`config.mk`:
```
export PLATFORM = sky130hd
export DESIGN_NAME = spi_dlm_master
export DESIGN_NICKNAME = d
export VERILOG_FILES = /design/src/rtl/spi_dlm_pkg.sv /design/src/rtl/spi_dlm_timer.sv /design/src/rtl/spi_dlm_shift.sv /design/src/rtl/spi_dlm_ctrl.sv /design/src/rtl/spi_dlm_master.sv
export SDC_FILE = /design/constraint.sdc
export NUM_CORES = 1
export LEC_CHECK = 0
export ABC_CLOCK_PERIOD_IN_PS = 3200
export CAP_MARGIN = 30
export CORE_MARGIN = 10
export CORE_UTILIZATION = 45
export CTS_CLUSTER_SIZE = 16
export DETAILED_ROUTE_END_ITERATION = 8
export DONT_BUFFER_PORTS = 1
export MAX_ROUTING_LAYER = met4
export PLACE_DENSITY = 0.6
export REMOVE_ABC_BUFFERS = 1
export SLEW_MARGIN = 20
export SYNTH_ARGS = -nofsm -noshare
export SYNTH_HDL_FRONTEND = slang
export SYNTH_HIERARCHICAL = 1
export SYNTH_SLANG_ARGS = --single-unit
export TNS_END_PERCENT = 1
```
`constraint.sdc`:
```
create_clock -name clk_i -period 3.2 [get_ports clk_i]
set_clock_uncertainty 0.05 [all_clocks]
set_input_delay 0.48 -clock clk_i [delete_from_list [all_inputs] [get_ports clk_i]]
set_output_delay 0.48 -clock clk_i [all_outputs]
set_load 0.01 [all_outputs]
```
`src/rtl/spi_dlm_pkg.sv`:
```
package spi_dlm_pkg;

  typedef enum logic [2:0] {
    ST_IDLE,
    ST_GUARD_A,
    ST_PULSE,
    ST_GUARD_B,
    ST_BIT_LO,
    ST_BIT_HI
  } seq_st_e;

  function automatic int max_int(input int a, input int b);
    return (a > b) ? a : b;
  endfunction

endpackage

```
`src/rtl/spi_dlm_timer.sv`:
```
module spi_dlm_timer #(
  parameter int CNT_W = 8
) (
  input  logic             clk_i,
  input  logic             rst_ni,
  input  logic             load_i,
  input  logic [CNT_W-1:0] len_i,
  output logic             last_o
);

  logic [CNT_W-1:0] cnt_q;

  always_ff @(posedge clk_i or negedge rst_ni) begin
    if (!rst_ni) begin
      cnt_q <= '0;
    end else if (load_i) begin
      cnt_q <= len_i;
    end else if (cnt_q != '0) begin
      cnt_q <= cnt_q - 1'b1;
    end
  end

  // phase of N cycles ends when count reaches one
  assign last_o = (cnt_q == CNT_W'(1));

endmodule

```
`src/rtl/spi_dlm_shift.sv`:
```
module spi_dlm_shift #(
  parameter int DATA_W = 8
) (
  input  logic              clk_i,
  input  logic              rst_ni,
  input  logic              load_i,
  input  logic [DATA_W-1:0] data_i,
  input  logic              shift_i,
  input  logic              sample_i,
  input  logic              last_i,
  input  logic              miso_i,
  output logic              tx_bit_o,
  output logic [DATA_W-1:0] rx_data_o
);

  logic [DATA_W-1:0] tx_q, rx_q, rx_hold_q;
  logic [DATA_W-1:0] rx_next;

  assign rx_next = {rx_q[DATA_W-2:0], miso_i};

  always_ff @(posedge clk_i or negedge rst_ni) begin
    if (!rst_ni) begin
      tx_q      <= '0;
      rx_q      <= '0;
      rx_hold_q <= '0;
    end else begin
      if (load_i) begin
        tx_q <= data_i;
      end else if (shift_i) begin
        tx_q <= {tx_q[DATA_W-2:0], 1'b0};
      end
      if (sample_i) begin
        rx_q <= rx_next;
        if (last_i) rx_hold_q <= rx_next;
      end
    end
  end

  assign tx_bit_o  = tx_q[DATA_W-1];
  assign rx_data_o = rx_hold_q;

endmodule

```
`src/rtl/spi_dlm_ctrl.sv`:
```
module spi_dlm_ctrl
  import spi_dlm_pkg::*;
#(
  parameter int DATA_W = 8,
  parameter int DIV_W  = 8,
  parameter int DLY_W  = 8,
  parameter int CNT_W  = 8
) (
  input  logic             clk_i,
  input  logic             rst_ni,
  input  logic [DIV_W-1:0] half_div_i,
  input  logic [DLY_W-1:0] guard_len_i,
  input  logic [DLY_W-1:0] pulse_len_i,
  input  logic             tx_valid_i,
  input  logic             tx_dlm_i,
  input  logic             timer_last_i,
  output logic             timer_load_o,
  output logic [CNT_W-1:0] timer_len_o,
  output logic             tx_ready_o,
  output logic             busy_o,
  output logic             load_o,
  output logic             shift_o,
  output logic             sample_o,
  output logic             last_bit_o,
  output logic             sclk_o,
  output logic             frame_o,
  output logic             pulse_o,
  output logic             rx_valid_o
);

  localparam int BIT_W = (DATA_W > 1) ? $clog2(DATA_W) : 1;
  localparam logic [BIT_W-1:0] LAST_BIT = BIT_W'(DATA_W - 1);

  seq_st_e          state_q, state_d;
  logic [BIT_W-1:0] bit_q;
  logic             rx_valid_q;
  logic [CNT_W-1:0] half_raw, guard_raw, pulse_raw;
  logic [CNT_W-1:0] half_eff, guard_eff, pulse_eff;
  logic             accept;

  assign half_raw  = CNT_W'(half_div_i);
  assign guard_raw = CNT_W'(guard_len_i);
  assign pulse_raw = CNT_W'(pulse_len_i);
  assign half_eff  = (half_raw == '0) ? CNT_W'(1) : half_raw;
  assign guard_eff = (guard_raw < half_eff) ? half_eff : guard_raw;
  assign pulse_eff = (pulse_raw < half_eff) ? half_eff : pulse_raw;

  assign tx_ready_o = (state_q == ST_IDLE);
  assign busy_o     = (state_q != ST_IDLE);
  assign accept     = tx_ready_o && tx_valid_i;
  assign load_o     = accept;
  assign last_bit_o = (bit_q == LAST_BIT);

  always_comb begin
    state_d      = state_q;
    timer_load_o = 1'b0;
    timer_len_o  = half_eff;
    shift_o      = 1'b0;
    sample_o     = 1'b0;
    unique case (state_q)
      ST_IDLE: begin
        if (tx_valid_i) begin
          timer_load_o = 1'b1;
          if (tx_dlm_i) begin
            state_d     = ST_GUARD_A;
            timer_len_o = guard_eff;
          end else begin
            state_d = ST_BIT_LO;
          end
        end
      end
      ST_GUARD_A: begin
        if (timer_last_i) begin
          state_d      = ST_PULSE;
          timer_load_o = 1'b1;
          timer_len_o  = pulse_eff;
        end
      end
      ST_PULSE: begin
        if (timer_last_i) begin
          state_d      = ST_GUARD_B;
          timer_load_o = 1'b1;
          timer_len_o  = guard_eff;
        end
      end
      ST_GUARD_B: begin
        if (timer_last_i) begin
          state_d      = ST_BIT_LO;
          timer_load_o = 1'b1;
        end
      end
      ST_BIT_LO: begin
        if (timer_last_i) begin
          state_d      = ST_BIT_HI;
          timer_load_o = 1'b1;
          sample_o     = 1'b1;
        end
      end
      ST_BIT_HI: begin
        if (timer_last_i) begin
          if (last_bit_o) begin
            state_d = ST_IDLE;
          end else begin
            state_d      = ST_BIT_LO;
            timer_load_o = 1'b1;
            shift_o      = 1'b1;
          end
        end
      end
      default: state_d = ST_IDLE;
    endcase
  end

  always_ff @(posedge clk_i or negedge rst_ni) begin
    if (!rst_ni) begin
      state_q    <= ST_IDLE;
      bit_q      <= '0;
      rx_valid_q <= 1'b0;
    end else begin
      state_q    <= state_d;
      rx_valid_q <= sample_o && last_bit_o;
      if (accept) begin
        bit_q <= '0;
      end else if (shift_o) begin
        bit_q <= bit_q + 1'b1;
      end
    end
  end

  assign sclk_o     = (state_q != ST_BIT_LO);
  assign frame_o    = (state_q == ST_BIT_LO) || (state_q == ST_BIT_HI);
  assign pulse_o    = (state_q == ST_PULSE);
  assign rx_valid_o = rx_valid_q;

endmodule

```
`src/rtl/spi_dlm_master.sv`:
```
module spi_dlm_master #(
  parameter int DATA_W = 8,
  parameter int DIV_W  = 8,
  parameter int DLY_W  = 8
) (
  input  logic              clk_i,
  input  logic              rst_ni,
  input  logic [DIV_W-1:0]  half_div_i,
  input  logic [DLY_W-1:0]  guard_len_i,
  input  logic [DLY_W-1:0]  pulse_len_i,
  input  logic              cs_en_i,
  output logic              cs_n_o,
  input  logic              tx_valid_i,
  output logic              tx_ready_o,
  input  logic [DATA_W-1:0] tx_data_i,
  input  logic              tx_dlm_i,
  output logic              rx_valid_o,
  output logic [DATA_W-1:0] rx_data_o,
  output logic              busy_o,
  output logic              sclk_o,
  output logic              mosi_o,
  input  logic              miso_i
);

  localparam int CNT_W = spi_dlm_pkg::max_int(DIV_W, DLY_W);

  logic             timer_load, timer_last;
  logic [CNT_W-1:0] timer_len;
  logic             load, shift, sample, last_bit;
  logic             frame, pulse, tx_bit;
  logic             cs_n_q;

  spi_dlm_ctrl #(
    .DATA_W(DATA_W), .DIV_W(DIV_W), .DLY_W(DLY_W), .CNT_W(CNT_W)
  ) u_ctrl (
    .clk_i       (clk_i),
    .rst_ni      (rst_ni),
    .half_div_i  (half_div_i),
    .guard_len_i (guard_len_i),
    .pulse_len_i (pulse_len_i),
    .tx_valid_i  (tx_valid_i),
    .tx_dlm_i    (tx_dlm_i),
    .timer_last_i(timer_last),
    .timer_load_o(timer_load),
    .timer_len_o (timer_len),
    .tx_ready_o  (tx_ready_o),
    .busy_o      (busy_o),
    .load_o      (load),
    .shift_o     (shift),
    .sample_o    (sample),
    .last_bit_o  (last_bit),
    .sclk_o      (sclk_o),
    .frame_o     (frame),
    .pulse_o     (pulse),
    .rx_valid_o  (rx_valid_o)
  );

  spi_dlm_timer #(.CNT_W(CNT_W)) u_timer (
    .clk_i (clk_i),
    .rst_ni(rst_ni),
    .load_i(timer_load),
    .len_i (timer_len),
    .last_o(timer_last)
  );

  spi_dlm_shift #(.DATA_W(DATA_W)) u_shift (
    .clk_i    (clk_i),
    .rst_ni   (rst_ni),
    .load_i   (load),
    .data_i   (tx_data_i),
    .shift_i  (shift),
    .sample_i (sample),
    .last_i   (last_bit),
    .miso_i   (miso_i),
    .tx_bit_o (tx_bit),
    .rx_data_o(rx_data_o)
  );

  // chip select is software owned, just registered
  always_ff @(posedge clk_i or negedge rst_ni) begin
    if (!rst_ni) cs_n_q <= 1'b1;
    else         cs_n_q <= ~cs_en_i;
  end

  assign cs_n_o = cs_n_q;
  assign mosi_o = frame ? tx_bit : pulse;

endmodule

```
==> results of run 1 <==
-- state kept, by name (all words and copies together) (netlist names) --
| name | cells |
|---|---|
| u_shift/rx_data_o | 8 |
| u_shift/tx_q | 8 |
| u_timer/cnt_q | 8 |
| u_shift/rx_q | 7 |
| u_ctrl/bit_q | 3 |
| u_ctrl/state_q | 3 |
| cs_n_o | 1 |
| u_ctrl/rx_valid_o | 1 |
-- cell families (layout without fill, tap and decap cells) --
logic type	count (synthesis)	in the layout	synth area share
buf+inv	43	47	0.07270
mux	26	26	0.1209
fa+ha+maj	19	19	0.09148
xor+xnor	3	3	0.01011
flops	39	39	0.3760
compound gates	60	60	0.1618
simple gates	78	78	0.1671
-- final cells by class --
cell class,instances,area (µm²)
fill,534,2754
multi-input combinational,186,1444
sequential,39,977.2
inverter,31,116.4
tap,72,90.09
timing repair buffer,8,75.07
clock buffer,5,68.82
clock inverter,3,15.01
-- through the flow --
step / area (µm²) / hold slack (ns)
after floorplan: 2526 / 0.1344
after global placement: 2673 / 0.1358
after detailed placement: 2673 / 0.1358
after CTS: 2786 / 0.1548
after global routing: 2786 / 0.1504
final: 2786 / 0.1645
-- routing by layer --
layer	share of wire	wire length, µm	up-vias	global-route usage
li1	-	-	981	-
met1	0.46	2572	906	0.1663
met2	0.48	2650	40	0.1928
met3	0.057	319	2	0.03502
met4	0.0027	15	0	0.02948
met5	0	0	-	-
-- cells in the mapped netlist (6+ instances only) --
library cell / instances
dfrtp_1: 38
mux2i_1: 10
inv_1: 31
a21oi_1: 13
o221ai_1: 9
o21ai_0: 13
nor2_1: 14
ha_1: 19
mux2_2: 7
nor3_1: 6
clkbuf_1: 7
nand2_1: 20
nand4_1: 11
mux2_4: 9
-- critical path: stages, from the launching register on --
cell and delay, ns:
dfrtp_1 0.41, or3_1 0.50, nor4_2 0.34, nand2_1 0.15, or2_1 0.26, a21oi_1 0.18
o221a_4 0.25, o221ai_1 0.14, a22o_1 0.24
-- path summary, 6_finish.rpt --
path,to,cells after the start,start
min in group asynchronous,u_shift/rx_data_o[5],2,rst_ni
max in group asynchronous,cs_n_o,2,rst_ni
max,u_timer/cnt_q[1],8,u_timer/cnt_q[6]
min,cs_n_o,1,cs_en_i
max reg2reg,u_timer/cnt_q[1],8,u_timer/cnt_q[6]
min reg2reg,u_shift/rx_data_o[7],1,u_shift/rx_q[6]
-- where the power goes --
group,internal [mW],switching [mW]
Combinational,0.212,0.224
Sequential,0.605,0.130
Clock,0.149,0.165
-- repair_timing --
action	in CTS	in global routing
hold endpoints to repair	39	0
gates resized for setup	0	0
setup buffers	0	0
hold buffers	2	0
setup endpoints to repair	0	0
==> results.json, run 1 <==
{
  "vdd_drop_max_mv": 0.2883,
  "layout_commonest_cell": "dfrtp_1",
  "start_util": 0.4691,
  "tightest_slew_ns": 0.5708,
  "antenna_found_initial": 0,
  "grt_pass1_wl_um": 9211,
  "clock.fmax_mhz": 379.5,
  "root_buffer": "clkbuf_8",
  "synth_top_area_share": 0.3659,
  "pre_cts_slack_ns": 0.4712,
  "clk_pin_slew_ns": 0.07,
  "cp.required_ns": 3.33,
  "die_y_um": 96.00,
  "tritoncts": "yes",
  "drt-initial-drc-count": 86,
  "dp_hpwl_um": 4356,
  "finalHoldViolCount": 0,
  "crit_path_end_kind": "flop",
  "dr_total_vias": 1929,
  "drv_slew": 0,
  "cp_max_fo": 8,
  "core-area_um2": 5540,
  "drc": 0,
  "timing.max_cap.violations": 0,
  "tns_ns": 0,
  "synth_top_flop_cell": "dfrtp_1",
  "period_share": 0.8235,
  "ant_nets": 0,
  "yosysWarnings": 6,
  "r2r_slack_ns": 0.56,
  "grt_max_degree": 40,
  "postSynthCellCount": 268,
  "power_density_nw_per_um2": 532.9,
  "seq_area_frac_synth": 0.3760,
  "numPlacedInstances": 334,
  "numPortBuffers": 0,
  "drt_wl_total_um": 5558,
  "async_flop_share": 1.000,
  "timing.slew.headroom": 0.6141,
  "htreeDepth": 2,
  "firstDrtPassIters": 4,
  "clock_sinks": 39,
  "p_total_mw": 1.485,
  "wl_per_cell_um": 16.16,
  "pin_count": 52,
  "hp-class": "input port to flop",
  "avgSynthCellArea_um2": 9.697,
  "vias_per_cell": 5.608,
  "min_period_ns": 2.635,
  "synth_area_leaders": "dfrtp_1 37%, ha_1 9.1%, mux2_4 5.2%",
  "p_leak_nw": 1.243,
  "clk_latency_ns": 0.28,
  "cp.arrival_ns": 2.76,
  "grt_overflow_total": 0,
  "worstSetupPathType": "flop to flop",
  "post-synth-top-area-cell": "dfrtp_1",
  "synth-edff-count": 0,
  "crit_path_start_kind": "flop",
  "rsz0062_at_grt": "no",
  "cts_made_buffers": 5,
  "rows": 27,
  "finish.utilization": 0.5029,
  "die_area_um2": 9215,
  "place_congestion": 0.8467,
  "die_w_um": 96.00,
  "layout_common_cells": "38 x dfrtp_1, 31 x inv_1, 20 x nand2_1",
  "synth_cell_types": 48,
  "setup_viol": 0,
  "fin_cells": 344,
  "netlist_area_um2": 2599,
  "clockBufferDepth": 2,
  "status": "complete, no violations",
  "grt_usage": 0.1278,
  "grt_pass1_vias": 1905,
  "nets": 328,
  "synth_seq_cells": 39,
  "drive_gt1_frac": 0.1471,
  "worst_slack_ns": 0.5647,
  "syn2layout_area_growth_pct": 7.222,
  "antenna_cells": 0
}
No activity file was read; power rests on OpenSTA's default activity.
==> run 2, diff against run 1 <==
--- a/config.mk
+++ b/config.mk
@@ -5,7 +5,7 @@
 export SDC_FILE = /design/constraint.sdc
 export NUM_CORES = 1
 export LEC_CHECK = 0
-export ABC_CLOCK_PERIOD_IN_PS = 3200
+export ABC_CLOCK_PERIOD_IN_PS = 2400
 export CAP_MARGIN = 30
 export CORE_MARGIN = 10
 export CORE_UTILIZATION = 45
@@ -13,7 +13,7 @@
 export DETAILED_ROUTE_END_ITERATION = 8
 export DONT_BUFFER_PORTS = 1
 export MAX_ROUTING_LAYER = met4
-export PLACE_DENSITY = 0.6
+export PLACE_DENSITY = 0.62
 export REMOVE_ABC_BUFFERS = 1
 export SLEW_MARGIN = 20
 export SYNTH_ARGS = -nofsm -noshare
==> constraint.sdc (replaced) <==
create_clock -name clk_i -period 2.4 [get_ports clk_i]
set_clock_uncertainty 0.05 [all_clocks]
set_input_delay 0.36 -clock clk_i [delete_from_list [all_inputs] [get_ports clk_i]]
set_output_delay 0.36 -clock clk_i [all_outputs]
set_load 0.01 [all_outputs]
==> run 2 against run 1 <==
Sequential cell count did not move; global-route usage rose by 0.47 points; count of clock-buffer cells in the layout rose by 1; combinational power rose by 86%; utilization rose by 4.4 points; clock power rose by 110%; maximum frequency rose by 11%.
==> results.json, run 2 (synthesis results as in run 1) <==
{
  "start_util": 0.4691,
  "tightest_slew_ns": 0.4803,
  "firstDrtPassIters": 4,
  "numPortBuffers": 0,
  "min_path_cells": 1,
  "dp_hpwl_um": 4472,
  "drv_slew": 0,
  "die_y_um": 96.00,
  "die_w_um": 96.00,
  "crit_family": "simple AND/OR/NAND/NOR gates",
  "layout_common_cells": "38 x dfrtp_1, 31 x inv_1, 27 x buf_4",
  "place_congestion": 0.9209,
  "clock.fmax_mhz": 420.8,
  "syn2layout_area_growth_pct": 16.51,
  "htreeDepth": 2,
  "drc": 0,
  "slowest_delay_ns": 0.41,
  "cp_max_fo": 8,
  "antenna_cells": 0,
  "status": "complete, no violations",
  "power_density_nw_per_um2": 788.9,
  "crit_path_end_kind": "flop",
  "vdd_drop_max_mv": 0.4159,
  "core-area_um2": 5540,
  "rows": 27,
  "grt_overflow_total": 0,
  "min_period_ns": 2.377,
  "clk_latency_ns": 0.29,
  "clockBufferDepth": 2,
  "drt_wl_total_um": 5827,
  "cp.required_ns": 2.53,
  "setup_viol": 0,
  "tritoncts": "yes",
  "finalHoldViolCount": 0,
  "p_leak_nw": 1.371,
  "fin_cells": 365,
  "wl_per_cell_um": 15.96,
  "grt_pass1_vias": 1950,
  "die_area_um2": 9215,
  "grt_pass1_wl_um": 9556,
  "fillerInstances": 497,
  "hp-class": "input port to flop",
  "finish.utilization": 0.5465,
  "nets": 349,
  "period_share": 0.9902,
  "r2r_cells": 9,
  "crit_path_start_kind": "flop",
  "layout_commonest_cell": "dfrtp_1",
  "root_buffer": "clkbuf_8",
  "slowest_stage": "or3_4",
  "drt-initial-drc-count": 75,
  "crit_buf_inv": 1,
  "cts_made_buffers": 5,
  "vias_per_cell": 5.479,
  "grt_max_degree": 40,
  "numPlacedInstances": 352,
  "antenna_found_initial": 0,
  "clock_sinks": 39,
  "worstSetupPathType": "flop to flop",
  "timing.slew.headroom": 0.6753,
  "cp.arrival_ns": 2.51,
  "timing.max_cap.violations": 0,
  "dr_total_vias": 2000,
  "ant_nets": 0,
  "cp_cell_sequence": "or3_4 > nor4_4 > buf_4 > nand2_2 > or2_1 > a21oi_2 > o221a_4 > o221ai_2 > a22o_1",
  "pin_count": 52,
  "grt_usage": 0.1325,
  "clk_pin_slew_ns": 0.08,
  "cp_num_cells": 9,
  "drive_gt1_frac": 0.2253,
  "rsz0062_at_grt": "yes"
}
==> run 2: changes by cell type in the layout (fill, tap and decap cells not counted), sizes merged <==
cell,delta
buf,+21
clkinv,-3
bufinv,+2
clkbuf,+1
==> run 2: repair_timing <==
action	CTS	global route
hold endpoints to repair	39	0
gates resized for setup	1	6
pin swaps	1	4
hold buffers	2	0
setup buffers	1	2
setup endpoints to repair	8	9
==> run 2: power breakdown <==
part	internal, mW	switching [mW]
sequential	0.807	0.128
combinational	0.407	0.402
clock	0.416	0.229
==> run 2: layer usage <==
metal / up-vias / wire (µm) / global-route usage
li1: 1026 / - / -
met1: 938 / 2729 / 0.1664
met2: 32 / 2795 / 0.2080
met3: 4 / 273 / 0.03580
met4: 0 / 28 / 0.02948
met5: - / 0 / -
==> run 2: final timing paths <==
check / to / slack (ns) / from
worst max register to register: u_timer/cnt_q[1] / 0.02 / u_timer/cnt_q[6]
worst max-delay path: u_timer/cnt_q[1] / 0.02 / u_timer/cnt_q[6]
min in group asynchronous: u_shift/rx_data_o[4] / 0.47 / rst_ni
max in group asynchronous: cs_n_o / 1.56 / rst_ni
worst min-delay path: cs_n_o / 0.04 / cs_en_i
worst min register to register: u_shift/rx_data_o[7] / 0.45 / u_shift/rx_q[6]
==> run 2: cell type report <==
cell class / count / area, µm² / area share
tap: 72 / 90.09 / 0.02975
clock inverter: 2 / 60.06 / 0.01983
multi-input combinational: 186 / 1479 / 0.4884
inverter: 31 / 116.4 / 0.03843
clock buffer: 6 / 72.57 / 0.02397
timing repair buffer: 29 / 232.7 / 0.07686
sequential: 39 / 977.2 / 0.3227
==> run 2: through the flow <==
stage	setup WS [ns]	TNS, ns	hold slack [ns]	instance area (µm²)	power, mW
2_1_floorplan	-1.378	-36.04	0.01441	2526	1.411
3_3_place_gp	-0.04589	-0.06889	0.01569	2808	1.672
3_5_place_dp	-0.1188	-0.2017	0.01563	2808	1.675
4_1_cts	0.002548	0	0.02536	2982	2.367
5_1_grt	-0.1031	-0.7612	0.02508	3028	2.555
6_report	0.02342	0	0.04007	3028	2.389
==> run 2: worst reg2reg max path: stages, from the launching register on <==
cell and delay (ns):
dfrtp_1 0.39, or3_4 0.41, nor4_4 0.20, buf_4 0.16, nand2_2 0.06, or2_1 0.27, a21oi_2 0.14, o221a_4 0.25
o221ai_2 0.12, a22o_1 0.23
